### src/rtl/uart_rxq_pkg.sv
package uart_rxq_pkg;
  localparam int unsigned FCR_EN    = 0;
  localparam int unsigned FCR_RXRST = 1;
  localparam logic [7:0]  FCR_KEEP  = 8'hC9;

  function automatic int unsigned trig_level(input logic [1:0] sel);
    case (sel)
      2'b00:   return 1;
      2'b01:   return 4;
      2'b10:   return 8;
      default: return 14;
    endcase
  endfunction
endpackage

### src/rtl/uart_rxq_store.sv
module uart_rxq_store #(
  parameter int unsigned DEPTH = 16,
  parameter int unsigned W     = 8,
  localparam int unsigned AW   = (DEPTH > 1) ? $clog2(DEPTH) : 1,
  localparam int unsigned CW   = $clog2(DEPTH + 1)
) (
  input  logic          clk_i,
  input  logic          rst_ni,
  input  logic          clr_i,
  input  logic          push_i,
  input  logic          pop_i,
  input  logic [W-1:0]  din_i,
  output logic [W-1:0]  dout_o,
  output logic [CW-1:0] count_o,
  output logic          full_o,
  output logic          empty_o
);
  logic [W-1:0]  mem_q [DEPTH];
  logic [AW-1:0] rd_ptr_q, wr_ptr_q;
  logic [CW-1:0] cnt_q;
  logic          do_push, do_pop;

  function automatic logic [AW-1:0] nxt(input logic [AW-1:0] p);
    return (p == AW'(DEPTH - 1)) ? '0 : p + 1'b1;
  endfunction

  assign empty_o = (cnt_q == '0);
  assign full_o  = (cnt_q == CW'(DEPTH));
  assign do_pop  = pop_i & ~empty_o;
  assign do_push = push_i & (~full_o | do_pop);  // a same-cycle pop frees a slot
  assign dout_o  = mem_q[rd_ptr_q];
  assign count_o = cnt_q;

  always_ff @(posedge clk_i or negedge rst_ni) begin
    if (!rst_ni) begin
      rd_ptr_q <= '0;
      wr_ptr_q <= '0;
      cnt_q    <= '0;
    end else if (clr_i) begin
      rd_ptr_q <= '0;
      wr_ptr_q <= '0;
      cnt_q    <= '0;
    end else begin
      if (do_push) wr_ptr_q <= nxt(wr_ptr_q);
      if (do_pop)  rd_ptr_q <= nxt(rd_ptr_q);
      cnt_q <= cnt_q + CW'(do_push) - CW'(do_pop);
    end
  end

  always_ff @(posedge clk_i) begin
    if (do_push && !clr_i) mem_q[wr_ptr_q] <= din_i;
  end
endmodule

### src/rtl/uart_rxq_timer.sv
module uart_rxq_timer #(
  parameter int unsigned LIMIT = 4,
  localparam int unsigned TW   = $clog2(LIMIT + 1)
) (
  input  logic clk_i,
  input  logic rst_ni,
  input  logic restart_i,
  input  logic stop_i,
  input  logic tick_i,
  output logic expire_o
);
  logic [TW-1:0] cnt_q;
  logic          armed_q;

  assign expire_o = armed_q & tick_i & (cnt_q == TW'(LIMIT - 1)) & ~restart_i & ~stop_i;

  always_ff @(posedge clk_i or negedge rst_ni) begin
    if (!rst_ni) begin
      cnt_q   <= '0;
      armed_q <= 1'b0;
    end else if (restart_i) begin
      cnt_q   <= '0;
      armed_q <= 1'b1;
    end else if (stop_i || expire_o) begin
      cnt_q   <= '0;
      armed_q <= 1'b0;
    end else if (armed_q && tick_i) begin
      cnt_q <= cnt_q + 1'b1;
    end
  end
endmodule

### src/rtl/uart_rxq.sv
module uart_rxq
  import uart_rxq_pkg::*;
#(
  parameter int unsigned DEPTH     = 16,
  parameter int unsigned TMO_CHARS = 4,
  localparam int unsigned CW       = $clog2(DEPTH + 1)
) (
  input  logic          clk_i,
  input  logic          rst_ni,
  input  logic [7:0]    rx_data_i,
  input  logic          rx_valid_i,
  input  logic          brk_i,
  input  logic          char_tick_i,
  input  logic          cfg_we_i,
  input  logic [7:0]    cfg_wdata_i,
  input  logic          rd_i,
  input  logic          stat_rd_i,
  output logic [7:0]    rd_data_o,
  output logic          data_rdy_o,
  output logic          brk_o,
  output logic          ovr_o,
  output logic [CW-1:0] count_o,
  output logic          trig_o,
  output logic          tmo_o,
  output logic [7:0]    fcr_o
);
  logic [7:0] fcr_q, hold_q, in_byte, head;
  logic       dr_q, brk_q, ovr_q, tmo_q;
  logic       fen, rx_rst, arrive, take, drain;
  logic       full, empty, lost, expire, restart;

  assign fen     = fcr_q[FCR_EN];
  // changing the mode bit implies a receive reset
  assign rx_rst  = cfg_we_i & (cfg_wdata_i[FCR_RXRST] | (cfg_wdata_i[FCR_EN] ^ fen));
  assign arrive  = (rx_valid_i | brk_i) & ~rx_rst;
  assign take    = rd_i & ~rx_rst;
  assign in_byte = brk_i ? 8'h00 : rx_data_i;
  assign drain   = take & ~arrive & (~fen | (count_o <= CW'(1)));
  assign lost    = arrive & (fen ? (full & ~take) : (dr_q & ~take));
  assign restart = fen & (arrive | (take & ~drain));

  uart_rxq_store #(.DEPTH(DEPTH), .W(8)) i_store (
    .clk_i   (clk_i),
    .rst_ni  (rst_ni),
    .clr_i   (rx_rst),
    .push_i  (arrive & fen),
    .pop_i   (take & fen),
    .din_i   (in_byte),
    .dout_o  (head),
    .count_o (count_o),
    .full_o  (full),
    .empty_o (empty)
  );

  uart_rxq_timer #(.LIMIT(TMO_CHARS)) i_timer (
    .clk_i     (clk_i),
    .rst_ni    (rst_ni),
    .restart_i (restart),
    .stop_i    (rx_rst),
    .tick_i    (char_tick_i),
    .expire_o  (expire)
  );

  always_ff @(posedge clk_i or negedge rst_ni) begin
    if (!rst_ni) begin
      fcr_q  <= '0;
      hold_q <= '0;
      dr_q   <= 1'b0;
      brk_q  <= 1'b0;
      ovr_q  <= 1'b0;
      tmo_q  <= 1'b0;
    end else begin
      if (cfg_we_i) fcr_q <= cfg_wdata_i & FCR_KEEP;
      if (arrive && !fen) hold_q <= in_byte;

      if (rx_rst)      dr_q <= 1'b0;
      else if (arrive) dr_q <= 1'b1;
      else if (drain)  dr_q <= 1'b0;

      if (rx_rst)                   brk_q <= 1'b0;
      else if (arrive && brk_i)     brk_q <= 1'b1;
      else if (drain || stat_rd_i)  brk_q <= 1'b0;

      if (lost)           ovr_q <= 1'b1;
      else if (stat_rd_i) ovr_q <= 1'b0;

      if (rx_rst || take)         tmo_q <= 1'b0;
      else if (expire && !empty)  tmo_q <= 1'b1;
    end
  end

  assign rd_data_o  = fen ? (empty ? 8'h00 : head) : hold_q;
  assign trig_o     = fen ? (int'(count_o) >= int'(trig_level(fcr_q[7:6]))) : dr_q;
  assign data_rdy_o = dr_q;
  assign brk_o      = brk_q;
  assign ovr_o      = ovr_q;
  assign tmo_o      = tmo_q;
  assign fcr_o      = fcr_q;
endmodule

### config.mk
export PLATFORM = sky130hd
export DESIGN_NAME = uart_rxq
export DESIGN_NICKNAME = d
export VERILOG_FILES = /design/src/rtl/uart_rxq_pkg.sv /design/src/rtl/uart_rxq_store.sv /design/src/rtl/uart_rxq_timer.sv /design/src/rtl/uart_rxq.sv
export SDC_FILE = /design/constraint.sdc
export NUM_CORES = 1
export LEC_CHECK = 0
export BUFFER_PORTS_ARGS = -buffer_cell sky130_fd_sc_hd__buf_4
export CAP_MARGIN = 0
export CORE_MARGIN = 2
export CORE_UTILIZATION = 59
export CTS_CLUSTER_SIZE = 25
export DETAILED_ROUTE_END_ITERATION = 16
export PLACE_DENSITY = 0.78
export SLEW_MARGIN = 20
export SYNTH_ARGS = -nofsm -noshare
export SYNTH_HDL_FRONTEND = slang
export SYNTH_SLANG_ARGS = --single-unit
### constraint.sdc
create_clock -name clk_i -period 3.6 [get_ports clk_i]
set_input_delay 0.18 -clock clk_i [delete_from_list [all_inputs] [get_ports clk_i]]
set_output_delay 0.18 -clock clk_i [all_outputs]
set_load 0.03 [all_outputs]
Word-level counts from Yosys, hierarchy flattened
Memories as Yosys holds them, arrays and structs flattened.
Index checks and enable logic that the tools add are counted.
{"block": "op_classes", "muxes": 30, "add_sub_neg": 5, "n_eq_ne": 6, "reduce_logical": 21, "magnitude_cmp": 2, "n_bitwise": 32}
{"operator": "$ge 6x32->1", "n": 1}
{"operator": "$mux 4", "n": 6}
{"operator": "$mux 8", "n": 3}
{"operator": "$and 1x1->1", "n": 18}
{"operator": "$mux 1", "n": 16}
{"operator": "$pmux 4 s3", "n": 1}
{"operator": "$reduce_bool 2->1", "n": 5}
{"operator": "$mux 3", "n": 3}
{"operator": "$reduce_bool 3->1", "n": 3}
{"operator": "$add 4x1->4 const B", "n": 2}
{"operator": "$eq 4x4->1 const B", "n": 2}
{"operator": "$not 1->1", "n": 8}
{"operator": "$add 5x1->5", "n": 1}
{"operator": "$eq 5x5->1 const B", "n": 1}
{"operator": "$le 5x1->1 const B", "n": 1}
{"operator": "$logic_and 1x1->1", "n": 5}
{"operator": "$logic_not 5->1", "n": 1}
{"operator": "$mux 5", "n": 1}
{"operator": "$or 1x1->1", "n": 5}
{"operator": "$sub 5x1->5", "n": 1}
{"operator": "$add 3x1->3 const B", "n": 1}
{"operator": "$eq 3x2->1 const B", "n": 1}
{"operator": "$logic_not 1->1", "n": 3}
{"operator": "$logic_or 1x1->1", "n": 3}
{"operator": "4 further kinds", "n": 4}
{"block": "word_totals", "out_inout_bits": 26, "word_cells": 108, "regBits": 33, "ram_bits": 128, "input_bits": 24, "mem_count": 1}
{"memory": "i_store.mem_q", "depth": 16, "width": 8, "read_ports": 1, "rd_clocked_by_memory_dff": 0, "wr": 1, "line_no": "uart_rxq_store.sv:18", "source": "logic [W-1:0] mem_q [DEPTH];"}

Longest topological paths before layout
{"block": "depth", "ltp_word": 18, "depth_mapped": 15}

By module
A second synthesis with hierarchy kept.
{"block": "hier_totals", "hier_cells": 471, "hier_area_um2": 7209.4}
{"module": "uart_rxq_store", "cells_per_inst": 336, "instances": 1, "seq_area_each_um2": 4169.0, "area_per_inst_um2": 5925.7}
{"module": "uart_rxq", "cells_per_inst": 113, "instances": 1, "seq_area_each_um2": 400.4, "area_per_inst_um2": 1047.3}
{"module": "uart_rxq_timer", "cells_per_inst": 22, "instances": 1, "seq_area_each_um2": 100.1, "area_per_inst_um2": 236.5}

Worst setup path before layout
Ideal clock, no wire load.
{"block": "synth_path", "path_kind": "flip-flop to flip-flop", "from": "reg i_store.cnt_q[3] (netlist: i_store.count_o[3])", "to": "reg i_store.cnt_q[4] (netlist: i_store.count_o[4])", "setup_time_ns": 0.136, "path_slack_ns": 0.570, "path_stages_with_launch": 16, "synth_period_minus_slack_ns": 3.030, "required_time_ns": 3.464, "arrival_time_ns": 2.894, "cell_sequence": "dfrtp_1 -> inv_1 -> ha_1 -> or4b_4 -> and2_4 -> o211a_2 -> ha_1 -> inv_1 -> ha_1 -> inv_1 -> fa_1 -> nor2_1 -> nor2_1 -> nor2_1 -> or3_1 -> a21oi_1"}
{"block": "synth_between", "elab_chain_len": 8, "elab_cells_between_ends": 10, "cone_classes": "add/sub: 2; eq/ne: 1; mux: 1; bitwise: 5; reduce/logical: 1"}
{"item": "start: declaration", "line_no": "uart_rxq_store.sv:20", "source": "logic [CW-1:0] cnt_q;"}
{"item": "start signal: assignment", "line_no": "uart_rxq_store.sv:46", "source": "cnt_q <= cnt_q + CW'(do_push) - CW'(do_pop);"}
{"item": "$logic_not 5->1", "line_no": "uart_rxq_store.sv:27", "source": "assign empty_o = (cnt_q == '0);"}
{"item": "$not 1->1", "line_no": "uart_rxq_store.sv:29", "source": "assign do_pop = pop_i & ~empty_o;"}
{"item": "$and 1x1->1", "line_no": "uart_rxq_store.sv:29"}
{"item": "$or 1x1->1", "line_no": "uart_rxq_store.sv:30", "source": "assign do_push = push_i & (~full_o | do_pop);"}
{"item": "$and 1x1->1", "line_no": "uart_rxq_store.sv:30"}
{"item": "$add 5x1->5", "line_no": "uart_rxq_store.sv:46"}
{"item": "$sub 5x1->5 (*)", "line_no": "uart_rxq_store.sv:46"}
{"item": "$mux 5 (*)", "line_no": "uart_rxq_store.sv:39", "source": "end else if (clr_i) begin"}
Mark *: on every way between the ends. The rest lies on a longest branch, timed or not.
A chain may end at the register's enable or synchronous reset.

Final worst setup path
Ends and elaborated chain as after synthesis.

==> results_dict.tcl <==
set metrics [dict create \
    rsz0062_at_grt "false" \
    pin_count 50 \
    synth_area_leader_cell "edfxtp_1" \
    h-tree-depth 4 \
    drcViolationCount 0 \
    yosys_warnings 0 \
    ant_nets 0 \
    leakage_uw 0.003017 \
    final.min_clock_period_ns 3.154 \
    status "complete, no violations" \
    wl_per_cell_um 21.99 \
    nets 545 \
    reg2reg_slack_ns 0.45 \
    grt_remaining_overflow 0 \
    clock.fmax_ghz 0.3170 \
    ys_seq_area_share_pct 65.55 \
    track_usage_pct 24.02 \
    ys_types 51 \
    worstHoldPathType "input port to register" \
    finalWirelength_mm 14.47 \
    firstDrtPassIters 5 \
    hold_violations 0 \
    grt_first_pass_wirelength_mm 22.46 \
    clock_skew_ns 0.006724 \
    core_sq_um 11910 \
    syn_area_sq_um 7123 \
    cts.sinks 161 \
    via_per_inst 6.068 \
    cts_root_buf "clkbuf_16" \
    cts_buffers 17 \
    vias 3993 \
    grt_pass1_vias 4174 \
    slew-limit-headroom_pct 30.62 \
    postCtsHoldBufs 5 \
    netlist.area_leader.share_pct 53.96 \
    avgSynthCellArea_sq_um 15.94 \
    cp-start-kind "register" \
    cts_resized 0 \
    gp_congestion 0.8397 \
    worstPathRequired_ns 3.95 \
    grt_max_degree 37 \
    die_x_um 113.9 \
    synth.most_common_cell "edfxtp_1" \
    syn_inst 447 \
    pre_cts_ws_ns 0.4773 \
    finalSetupTns_ns 0 \
    drive_gt1_share_pct 24.27 \
    fp-row-count 40 \
    synth-edff-count 128 \
    portBuffers 42 \
    synth.top_cells.by_area "edfxtp_1 54%, dfrtp_1 12%, mux4_1 5.2%" \
    worst_slack_ns 0.4458 \
    initial_core_util_pct 59.80 \
    diodes 0 \
    critPathMaxFanout 6 \
    cap_viol_max_count 0 \
    antenna_found_initial 0 \
    die_h_um 113.9 \
    cp.arrival_ns 3.51 \
    clkSlewWorstSetupHoldPaths_ns 0.06 \
    fin_util_pct 68.46 \
    post_cts_buffers 0 \
    cts_tree "done" \
    drv_slew 0 \
    critical_path_class "register to register" \
    die_area_sq_um 12970 \
    p_per_area_nw_per_um2 621.7 \
    synth_flop_cell "edfxtp_1" \
    critPathCaptureType "register" \
    hpwlAfterDp_mm 9.251 \
    insertion_delay_ns 0.43 \
    vdd_drop_max_mv 0.3878 \
    cts_buffer_depth 2 \
    ys_ff_latch 161 \
    area_growth_pct 14.47 \
    synthArstFlopShare_pct 20.50 \
    worst_slew_pin_slew_ns 1.039 \
    timing.final.crit_share_pct 87.62 \
    initialDrtViolationCount 331 \
    setup_viol 0 \
    synthTopCellsByCount "128 x edfxtp_1, 33 x dfrtp_1, 21 x nor2_1" \
]
through the flow:
step	instances	total power, uW	hold WS, ns	instance area (sq um)
after global routing	658	5272	0.01054	8154
after floorplan	450	3081	-0.1156	7134
final	658	5070	0.01577	8154
after CTS	658	5086	0.005168	8139
after global placement	623	3373	0.1495	7541
after detailed placement	623	3417	0.1598	7541
kinds of logic after synthesis:
group           synth area share, %
other cells                 0.05265
fa+ha+maj                     3.794
buf+inv                       2.898
simple gates                  7.676
xor+xnor                     0.3689
flops                         65.55
compound gates                4.813
mux                           14.84
worst paths after layout:
| kind | startpoint | endpoint | cells after the start |
|---|---|---|---|
| setup / recovery | i_store.count_o[3] | i_store.count_o[4] | 15 |
| hold / removal | cfg_wdata_i[0] | fcr_o[0] | 2 |
| setup reg to reg | i_store.count_o[3] | i_store.count_o[4] | 15 |
| hold reg to reg | ovr_o | ovr_o | 1 |
| max in group asynchronous | rst_ni | i_store.rd_ptr_q[0] | 2 |
| min in group asynchronous | rst_ni | i_store.count_o[2] | 2 |
placed cells by master, fill, tap and decap left out, drive strengths merged, types with 3 or more instances in the layout:
master	count
a21o	4
a21oi	20
a22o	3
a31oi	4
and2	14
and3	7
buf	47
clkbuf	17
clkinv	7
clkinvlp	4
conb	4
dfrtp	33
dlygate4sd3	5
edfxtp	128
ha	20
inv	20
mux2	19
mux2i	16
mux4	28
nand2	16
nand3	6
nor2	21
nor2b	19
nor3	7
o21ai	15
o22ai	3
worst max-delay path, cell delays in order (launching register included):
cell	delay, ns
dfrtp_1	0.40
inv_1	0.14
ha_1	0.21
or4b_4	0.49
and2_4	0.20
o211a_2	0.17
ha_1	0.28
inv_1	0.04
ha_1	0.20
inv_1	0.07
fa_1	0.20
nor2_1	0.06
nor2_1	0.09
nor2_1	0.05
or3_1	0.31
a21oi_1	0.17
sequential cells by signal, summed over array words and instances (netlist names), 3 cells and up:
name              count
hold_q                8
i_timer.cnt_q         3
i_store.wr_ptr_q      4
fcr_o                 4
i_store.rd_ptr_q      4
i_store.count_o       5
i_store.mem_q       128
area by class of cell:
| class | instances | area (sq um) |
|---|---|---|
| Clock buffer | 17 | 425.4 |
| Multi-Input combinational cell | 248 | 2273 |
| Inverter | 20 | 75.07 |
| Sequential cell | 161 | 4671 |
| Clock inverter | 13 | 122.6 |
| Fill cell | 776 | 3757 |
| Timing Repair Buffer | 52 | 402.9 |
| Tap cell | 147 | 183.9 |
layer usage:
| layer | share of wire, % | GRT usage, % | up-vias | wire length [um] |
|---|---|---|---|---|
| li1 | - | - | 1810 | - |
| met1 | 40 | 30.30 | 2009 | 5736 |
| met2 | 52 | 40.80 | 147 | 7594 |
| met3 | 5.7 | 5.579 | 27 | 829 |
| met4 | 2.1 | 9.431 | 0 | 311 |
| met5 | 0 | 0 | - | 0 |
power by group:
| group | internal, uW | switching [uW] |
|---|---|---|
| registers | 2100 | 113 |
| clock network | 997 | 687 |
| logic | 537 | 637 |
Power figures use the tool's default switching activity.
